File: src/rtl/reset_hub_pkg.sv
package reset_hub_pkg;
  localparam int STAT_W   = 16;
  localparam int TRAP_BIT = 15;
  localparam int ILL_BIT  = 14;
  localparam int EXT_BIT  = 7;
  localparam int SW_BIT   = 6;
  localparam int WDT_BIT  = 4;

  // strobes from control to datapath, valid for one cycle each
  typedef struct packed {
    logic setTrap;
    logic setIll;
    logic setExt;
    logic setSw;
    logic setWdt;
    logic wake;
    logic rstReq;
  } hubStrobeT;
endpackage

File: src/rtl/reset_hub_ctrl.sv
module reset_hub_ctrl
  import reset_hub_pkg::*;
#(
  parameter int MIN_LOW     = 4,
  parameter int SYNC_STAGES = 2,
  parameter int LVL_W       = 4,
  parameter int HARD_LO     = 13
) (
  input  logic             clk,
  input  logic             porN,
  input  logic             extRstN,
  input  logic             swRstReq,
  input  logic             wdtTimeout,
  input  logic             lowPower,
  input  logic             trapRaise,
  input  logic [LVL_W-1:0] trapLevel,
  input  logic             trapRetire,
  input  logic             illegalReq,
  output hubStrobeT        strobe,
  output logic             wdtAsync
);
  localparam int CNT_W = $clog2(MIN_LOW + 1);
  localparam logic [CNT_W-1:0] CNT_MAX  = CNT_W'(MIN_LOW);
  localparam logic [LVL_W-1:0] HARD_LVL = LVL_W'(HARD_LO);
  localparam logic [LVL_W-1:0] NO_TRAP  = '0;

  // pin synchronizer, idle level high
  logic [SYNC_STAGES-1:0] syncQ;
  generate
    if (SYNC_STAGES == 1) begin : g_sync1
      always_ff @(posedge clk or negedge porN)
        if (!porN) syncQ <= '1;
        else       syncQ <= extRstN;
    end else begin : g_syncN
      always_ff @(posedge clk or negedge porN)
        if (!porN) syncQ <= '1;
        else       syncQ <= {syncQ[SYNC_STAGES-2:0], extRstN};
    end
  endgenerate

  logic pinLow;
  assign pinLow = ~syncQ[SYNC_STAGES-1];

  // low-time counter, saturates at the threshold
  logic [CNT_W-1:0] lowCnt;
  always_ff @(posedge clk or negedge porN)
    if (!porN)             lowCnt <= '0;
    else if (!pinLow)      lowCnt <= '0;
    else if (lowCnt != CNT_MAX) lowCnt <= lowCnt + 1'b1;

  logic extQual;
  assign extQual = (lowCnt == CNT_MAX);

  // hard trap service tracking
  logic [LVL_W-1:0] curLevel;
  logic isHard, trapConflict, trapNest;
  assign isHard       = trapRaise && (trapLevel >= HARD_LVL);
  assign trapConflict = isHard && (curLevel != NO_TRAP) && (trapLevel < curLevel);
  assign trapNest     = isHard && (trapLevel > curLevel);

  logic wdtRun, wdtSleep, anyReq;
  assign wdtRun   = wdtTimeout & ~lowPower;
  assign wdtSleep = wdtTimeout &  lowPower;
  assign anyReq   = extQual | swRstReq | wdtRun | trapConflict | illegalReq;

  always_ff @(posedge clk or negedge porN)
    if (!porN)           curLevel <= NO_TRAP;
    else if (anyReq)     curLevel <= NO_TRAP;
    else if (trapRetire) curLevel <= NO_TRAP;
    else if (trapNest)   curLevel <= trapLevel;

  always_comb begin
    strobe.setTrap = trapConflict;
    strobe.setIll  = illegalReq;
    strobe.setExt  = extQual;
    strobe.setSw   = swRstReq;
    strobe.setWdt  = wdtRun;
    strobe.wake    = wdtSleep;
    strobe.rstReq  = anyReq;
  end

  assign wdtAsync = wdtRun;
endmodule

File: src/rtl/reset_hub_dp.sv
module reset_hub_dp
  import reset_hub_pkg::*;
(
  input  logic              clk,
  input  logic              porN,
  input  hubStrobeT         strobe,
  input  logic              wdtAsync,
  input  logic              statusClrWr,
  input  logic [STAT_W-1:0] statusClrMask,
  output logic              sysRst,
  output logic              wakePulse,
  output logic [STAT_W-1:0] rstStatus
);
  logic [STAT_W-1:0] setVec, clrVec, statusQ;
  logic rstQ, wakeQ;

  always_comb begin
    setVec           = '0;
    setVec[TRAP_BIT] = strobe.setTrap;
    setVec[ILL_BIT]  = strobe.setIll;
    setVec[EXT_BIT]  = strobe.setExt;
    setVec[SW_BIT]   = strobe.setSw;
    setVec[WDT_BIT]  = strobe.setWdt;
    clrVec           = statusClrWr ? statusClrMask : '0;
  end

  always_ff @(posedge clk or negedge porN)
    if (!porN) begin
      statusQ <= '0;
      rstQ    <= 1'b0;
      wakeQ   <= 1'b0;
    end else begin
      statusQ <= (statusQ & ~clrVec) | setVec;
      rstQ    <= strobe.rstReq;
      wakeQ   <= strobe.wake;
    end

  assign sysRst    = rstQ | wdtAsync;
  assign wakePulse = wakeQ;
  assign rstStatus = statusQ;
endmodule

File: src/rtl/reset_hub.sv
module reset_hub
  import reset_hub_pkg::*;
#(
  parameter int MIN_LOW = 4,
  parameter int HARD_LO = 13
) (
  input  logic        clk,
  input  logic        porN,
  input  logic        extRstN,
  input  logic        swRstReq,
  input  logic        wdtTimeout,
  input  logic        lowPower,
  input  logic        trapRaise,
  input  logic [3:0]  trapLevel,
  input  logic        trapRetire,
  input  logic        illegalReq,
  input  logic        statusClrWr,
  input  logic [15:0] statusClrMask,
  output logic        sysRst,
  output logic        wakePulse,
  output logic [15:0] rstStatus
);
  hubStrobeT strobe;
  logic wdtAsync;

  reset_hub_ctrl #(
    .MIN_LOW(MIN_LOW), .SYNC_STAGES(2), .LVL_W(4), .HARD_LO(HARD_LO)
  ) u_ctrl (
    .clk(clk), .porN(porN), .extRstN(extRstN), .swRstReq(swRstReq),
    .wdtTimeout(wdtTimeout), .lowPower(lowPower), .trapRaise(trapRaise),
    .trapLevel(trapLevel), .trapRetire(trapRetire), .illegalReq(illegalReq),
    .strobe(strobe), .wdtAsync(wdtAsync)
  );

  reset_hub_dp u_dp (
    .clk(clk), .porN(porN), .strobe(strobe), .wdtAsync(wdtAsync),
    .statusClrWr(statusClrWr), .statusClrMask(statusClrMask),
    .sysRst(sysRst), .wakePulse(wakePulse), .rstStatus(rstStatus)
  );
endmodule

File: config.mk
export PLATFORM = sky130hd
export DESIGN_NAME = reset_hub
export DESIGN_NICKNAME = d
export VERILOG_FILES = /design/src/rtl/reset_hub_pkg.sv /design/src/rtl/reset_hub_ctrl.sv /design/src/rtl/reset_hub_dp.sv /design/src/rtl/reset_hub.sv
export SDC_FILE = /design/constraint.sdc
export NUM_CORES = 1
export LEC_CHECK = 0
export BUFFER_PORTS_ARGS = -buffer_cell sky130_fd_sc_hd__buf_2
export CAP_MARGIN = 25
export CORE_UTILIZATION = 45
export DETAILED_ROUTE_END_ITERATION = 7
export PLACE_DENSITY = 0.83
export SETUP_SLACK_MARGIN = 0.2
export SLEW_MARGIN = 20
export SYNTH_ARGS = -nofsm -noshare
export SYNTH_HDL_FRONTEND = slang
export SYNTH_HIERARCHICAL = 1
export SYNTH_SLANG_ARGS = --single-unit
File: constraint.sdc
create_clock -name clk -period 1.65 [get_ports clk]
set_input_delay 0 -clock clk [delete_from_list [all_inputs] [get_ports clk]]
set_output_delay 0 -clock clk [all_outputs]
set_load 0.005 [all_outputs]
==> results of run 1 <==
[logic make-up after synthesis]
kind of cell	count (synthesis)
adder cells (fa/ha/maj)	6
flip-flops	27
multiplexers	2
buffers and inverters	16
AO/OA/AOI/OAI	22
AND/OR/NAND/NOR	29
XOR/XNOR	1
[power by group]
part | switching [mW] | internal [mW]
Sequential | 0.0170 | 0.690
Clock | 0.193 | 0.0947
Combinational | 0.103 | 0.120
Total | 0.313 | 0.904
[Yosys cell counts, types with 2 or more instances]
cell      count  area [um2]
nor3_1        2       10.01
dfrtp_1      25       625.6
a21boi_2     10       112.6
inv_1         8       30.03
buf_4         7       52.55
nand3_1       2       10.01
mux2i_1       2       20.02
dfstp_2       2       52.55
a21oi_1       2       10.01
nor2_1       10       37.54
nand2_1       9       33.78
a21o_1        5       37.54
ha_1          6       75.07
nor2b_1       2       12.51
[what timing repair did]
item / CTS / global route
resized for setup: 9 / 4
setup buffers: 4 / 2
setup endpoints to repair: 5 / 5
cloned: 0 / 0
endpoints found under the hold margin: 47 / 0
pin swaps: 4 / 2
hold buffers: 24 / 0
[per-layer routing]
| metal | part of all wire (%) | wire length [um] | GRT usage (%) |
|---|---|---|---|
| met5 | 0 | 0 | 0 |
| met4 | 3.5 | 115 | 9.402 |
| met3 | 3.8 | 126 | 5.085 |
| met2 | 55 | 1825 | 40.04 |
| met1 | 37 | 1227 | 26.50 |
[path summary, 6_finish.rpt]
| check | end | slack (ns) | start | cells past startpoint |
|---|---|---|---|---|
| min | u_dp/rstStatus[4] | 0.01 | lowPower | 3 |
| max | u_ctrl/curLevel[3] | 0.05 | u_ctrl/curLevel[3] | 7 |
| max reg2reg | u_ctrl/curLevel[3] | 0.05 | u_ctrl/curLevel[3] | 7 |
| max in group asynchronous | u_dp/rstStatus[9] | 1.04 | porN | 2 |
| min reg2reg | u_ctrl/syncQ[1] | 0.37 | u_ctrl/syncQ[0] | 0 |
| min in group asynchronous | u_dp/rstStatus[12] | 0.22 | porN | 2 |
[sequential cells by signal, summed over array words and instances, names as in the netlist]
signal and flops:
u_dp/wakePulse 1, u_ctrl/curLevel 4, u_dp/rstQ 1, u_ctrl/lowCnt 3, u_ctrl/syncQ 2, u_dp/rstStatus 16
[tightest hold or removal path, delay by kind of cell]
kind / cells / cell delay, ns
AND/OR/NAND/NOR: 1 / 0.06
buffers and inverters: 1 / 0.08
AO/OA/AOI/OAI: 1 / 0.16
[layout make-up]
class	instances	area share, %
tap	30	2.072
sequential	27	37.43
multi-input combinational	60	28.45
timing repair buffer	77	28.94
clock buffer	4	1.450
inverter	8	1.657
[through the flow]
stage	area [um2]	setup TNS, ns	power, mW	instances
floorplan	1226	0	0.7996	103
global route	1812	-0.01457	1.279	206
CTS	1772	0	1.197	204
finish	1812	0	1.217	206
global placement	1435	0	0.8612	172
detailed placement	1435	0	0.8717	172
==> results.yml, run 1 <==
run_status:
  status: "completed"
synth:
  syn_inst: 103
  synth_top_family_by_area: "compound AO/OA/AOI/OAI gates"
  muxShareOfSynthArea_pct: 1.638
  yosys_warnings: 6
  synth-simple-area-share_pct: 10.75
  synth.net_count: 139
  syn_area_mm2: 0.001222
  synth_fa_ha_area_share_pct: 6.141
  synth_compound_area_share_pct: 17.60
  synth_cell_types: 25
  ys_seq_area_share_pct: 55.48
  synth-main-ff-cell: "dfrtp_1"
  synthXorXnorAreaFrac_pct: 0.7165
  syn_area_per_cell_um2: 11.87
  synth_edf_count: 0
  async_flop_share_pct: 100.0
  ys_ff_latch: 27
floorplanning:
  die_w_um: 54.12
  start_util_pct: 48.46
  placeableCoreArea_mm2: 0.002522
  placementRows: 18
  die-area_mm2: 0.002929
  ios: 48
  die_h_um: 54.12
cells_and_area:
  final_cell_mix: "buf_2, dfrtp_1, dlygate4sd3_1, a21boi_2, nand2_1"
  final_layout_size_suffix_gt1_share_pct: 46.02
  final_util_pct: 71.83
  fillerInstances: 175
  antenna_cells: 0
  area_growth_pct: 48.21
  final_common_cell: "buf_2"
  finalNetCount: 213
  multi_input_area_um2: 515.5
  layout.area.seq_um2: 678.2
critical_path:
  slowest_delay_ns: 0.42
  critPathTopFamily: "flip-flops"
  worstPathRequired_ns: 1.90
  crit_path_end_kind: "flop"
  critPathBufInv: 2
  crit_path_top_delay_cell: "dfrtp_1"
  arrival_ns: 1.85
  worstSetupStartpointType: "flop"
  worstPathCellList: "inv_1 > ha_2 > a41o_1 > a21oi_4 > buf_4 > nor2_2 > nor2_1"
  crit_fanout: 4
  critPathKind: "flop to flop"
sta:
  period_minus_slack_ns: 1.598
  rsz0062_at_grt: "yes"
  fin_skew_ns: 0.004244
  slew_violations: 0
  fin_ws_ns: 0.05172
  setup_viol: 0
  maxSlewHeadroom_pct: 60.84
  min_period_over_period_pct: 96.87
  finalHoldViolations: 0
  whs_ns: 0.01218
  fmax_mhz: 625.7
  tightest_slew_ns: 0.5874
cts:
  clock-sinks: 27
  htreeDepth: 1
  clkTransAtPathRegs_ns: 0.14
  root_buffer: "clkbuf_4"
  numCtsBuffers: 3
  cts_tree: "yes"
  clock_latency_ns: 0.32
  clk_path_buf_depth: 2
grt:
  grt-ovfl-total: 0
  antenna_found_initial: 0
  grt_max_degree: 28
  grt_pass1_wl_um: 4581
  grt_pass1_vias: 995
  grt_usage_pct: 22.85
hold_path:
  worstHoldPathType: "primary input to flop"
placed_design:
  gp_congestion: 0.7324
  place_ws_ns: 0.04983
  portBuffers: 47
detailed_routing:
  drt_wl_total_um: 3295
  drcViolationCount: 0
  wl_per_cell_um: 16.00
  viasPerCell: 5.039
  drt_iter0_drc: 13
  vias: 1038
  first_pass_iters: 4
  antenna_left: 0
flow_run:
  max_cap_viol_count: 0
power_and_ir_drop:
  power_density_mw_per_mm2: 671.7
  leakage_nw: 0.9140
  ir_drop_mv: 0.6658
No activity file was read; power rests on OpenSTA's default activity.
==> inputs of run 2 (changes only) <==
--- a/config.mk
+++ b/config.mk
@@ -5,11 +5,12 @@
 export SDC_FILE = /design/constraint.sdc
 export NUM_CORES = 1
 export LEC_CHECK = 0
+export ABC_AREA = 1
 export BUFFER_PORTS_ARGS = -buffer_cell sky130_fd_sc_hd__buf_2
 export CAP_MARGIN = 25
 export CORE_UTILIZATION = 45
 export DETAILED_ROUTE_END_ITERATION = 7
-export PLACE_DENSITY = 0.83
+export PLACE_DENSITY = 0.81
 export SETUP_SLACK_MARGIN = 0.2
 export SLEW_MARGIN = 20
 export SYNTH_ARGS = -nofsm -noshare
==> constraint.sdc (replaced) <==
create_clock -name clk -period 2.1 [get_ports clk]
set_input_delay 0 -clock clk [delete_from_list [all_inputs] [get_ports clk]]
set_output_delay 0 -clock clk [all_outputs]
set_load 0.005 [all_outputs]
==> results.yml, run 2 <==
cells_and_area:
  finalNetCount: 243
  largest_register_ffs: 16
  area_growth_pct: 34.76
  final_util_pct: 64.67
  antenna_cells: 0
  final_layout_size_suffix_gt1_share_pct: 35.92
  final_common_cell: "buf_2"
  final_cell_mix: "buf_2, nand2_1, dfrtp_1, inv_1, dlygate4sd3_1"
grt:
  grt_pass1_wl_um: 4609
  top_usage_layer: "met2"
  grt_pass1_vias: 1094
  grt_usage_pct: 18.85
  grt_max_degree: 28
  grtUsageMet2_pct: 34.01
  grt-ovfl-total: 0
  grt_use_met1_pct: 22.27
  use_met3_pct: 3.456
  antenna_found_initial: 0
cts:
  cts_resized: 0
  postCtsSetupBuffers: 0
  htreeDepth: 1
  root_buffer: "clkbuf_4"
  clk_path_buf_depth: 2
  clock-sinks: 27
  clock_latency_ns: 0.32
  cts_tree: "yes"
  clkTransAtPathRegs_ns: 0.14
  numCtsBuffers: 3
critical_path:
  crit_fanout: 8
  worstPathRequired_ns: 2.32
  r2r-end: "u_ctrl/curLevel[3]"
  r2r-start: "u_ctrl/curLevel[3]"
  critPathKind: "flop to flop"
  worstSetupStartpointType: "flop"
  crit_path_end_kind: "flop"
  r2r.worst_path.cells: 8
  arrival_ns: 1.74
  rrSetupSlack_ns: 0.59
floorplanning:
  die_h_um: 56.70
  ios: 48
  start_util_pct: 47.99
  placeableCoreArea_mm2: 0.002805
  placementRows: 19
  die_w_um: 56.70
  die-area_mm2: 0.003214
detailed_routing:
  drt_wl_total_um: 2674
  viasPerCell: 4.586
  drt_iter0_drc: 47
  drcViolationCount: 14
  antenna_left: 0
  vias: 1087
  wl_per_cell_um: 11.28
  first_pass_iters: 7
synth:
  yosys_warnings: 6
  syn_inst: 140
  synth_largest_area_cell: "dfrtp_1"
  ys_seq_area_share_pct: 50.37
  syn_area_mm2: 0.001346
  syn_area_per_cell_um2: 9.616
  synth_edf_count: 0
  ys_ff_latch: 27
  synth_area_leaders: "dfrtp_1, a21boi_2, nand2_1"
  async_flop_share_pct: 100.0
  synth_top_area_share_pct: 46.47
  synth_cell_types: 23
  synth.net_count: 176
  synth-main-ff-cell: "dfrtp_1"
  synth_most_common_cell: "nand2_1"
  synth_commonest_cells: "nand2_1, dfrtp_1, inv_1"
sta:
  fin_skew_ns: 0.0006306
  rsz0062_at_grt: "no"
  finalHoldViolations: 0
  setup_viol: 0
  fmax_mhz: 661.7
  maxSlewHeadroom_pct: 63.01
  final.setup.tns_ns: 0
  tightest_slew_ns: 0.5548
  min_period_over_period_pct: 71.97
  slew_violations: 0
  period_minus_slack_ns: 1.511
power_and_ir_drop:
  seq_power_share_pct: 57.1
  p_sw_mw: 0.2751
  ir_drop_mv: 0.4632
  internal_power_mw: 0.7332
  power_frac_comb_pct: 21.2
  pwr-share-clk_pct: 21.7
  leakage_nw: 0.9977
  swShare_pct: 27.28
  power_density_mw_per_mm2: 555.7
placed_design:
  gp_congestion: 0.7433
  hpwlAfterDp_um: 1783
  portBuffers: 47
hold_path:
  hold_path.startpoint: "trapLevel[1]"
  worstHoldPathType: "primary input to flop"
  holdPathStages: 5
  holdPathEnd: "u_ctrl/curLevel[1]"
run_status:
  violations: "DRC"
  status: "finished, violations left"
flow_run:
  max_cap_viol_count: 0
==> run 2: cell types whose count changed after synthesis, sizes merged, moves of 2 or more <==
cell and change:
a21o -5, inv +17, mux2i -2, nand2 +23, nand3 +10, nor2b -2
nor3 -2, o21ai +3
==> run 2: worst max path at each step <==
stage                             startpoint            endpoint  slack [ns]
after floorplan           u_ctrl/curLevel[3]  u_ctrl/curLevel[0]        0.74
after global placement    u_ctrl/curLevel[3]  u_ctrl/curLevel[3]        0.68
after detailed placement  u_ctrl/curLevel[3]  u_ctrl/curLevel[3]        0.62
after CTS                 u_ctrl/curLevel[3]  u_ctrl/curLevel[3]        0.59
after global routing      u_ctrl/curLevel[3]  u_ctrl/curLevel[3]        0.46
final                     u_ctrl/curLevel[3]  u_ctrl/curLevel[3]        0.59
==> run 2: repair_timing <==
action / in CTS / in global routing
hold buffers: 23 / 0
endpoints found under the setup margin: 0 / 0
endpoints found under the hold margin: 47 / 0
==> run 2: routing by layer <==
metal | wire, um | vias up
li1 | - | 553
met1 | 1169 | 490
met2 | 1315 | 42
met3 | 176 | 2
met4 | 12 | 0
met5 | 0 | -
==> run 2: power groups by stage <==
| stage | Combinational (mW) | Clock [mW] | Sequential [mW] |
|---|---|---|---|
| 3_5_place_dp | 0.182 | 0 | 0.586 |
| 3_3_place_gp | 0.176 | 0 | 0.584 |
| 6_report | 0.214 | 0.218 | 0.576 |
| 4_1_cts | 0.216 | 0.229 | 0.577 |
| 2_1_floorplan | 0.118 | 0 | 0.584 |
| 5_1_grt | 0.249 | 0.254 | 0.580 |
==> run 2: kinds of logic after synthesis <==
| kind of cell | synth area share, % |
|---|---|
| compound gates | 11.06 |
| xor+xnor | 0.6507 |
| fa+ha+maj | 5.576 |
| buf+inv | 11.71 |
| flops | 50.37 |
| simple gates | 20.63 |
==> run 2: area by class of cell <==
class,count,area [um2]
multi-input combinational,80,510.5
sequential,27,678.2
clock buffer,3,22.52
timing repair buffer,70,465.4
clock inverter,1,5.005
inverter,25,93.84
fill,231,991.0
tap,31,38.79
==> run 2: stage by stage <==
step / std cells / power, mW / setup slack, ns / area, um2 / hold slack (ns)
2_1_floorplan: 140 / 0.7021 / 0.7413 / 1346 / -0.2956
3_3_place_gp: 210 / 0.7598 / 0.6812 / 1556 / 0.02735
3_5_place_dp: 210 / 0.7680 / 0.6182 / 1556 / 0.02100
4_1_cts: 237 / 1.022 / 0.5942 / 1814 / 0.007843
5_1_grt: 237 / 1.083 / 0.4587 / 1814 / 0.02797
6_report: 237 / 1.008 / 0.5887 / 1814 / 0.01503
==> run 2: worst max-delay path: stages, from the launching register on <==
cell,delay (ns)
dfrtp_1,0.39
inv_1,0.06
ha_1,0.29
a21oi_1,0.19
nand2_2,0.12
nor2_4,0.17
nor2_8,0.06
nand3_1,0.08
nand2_1,0.06
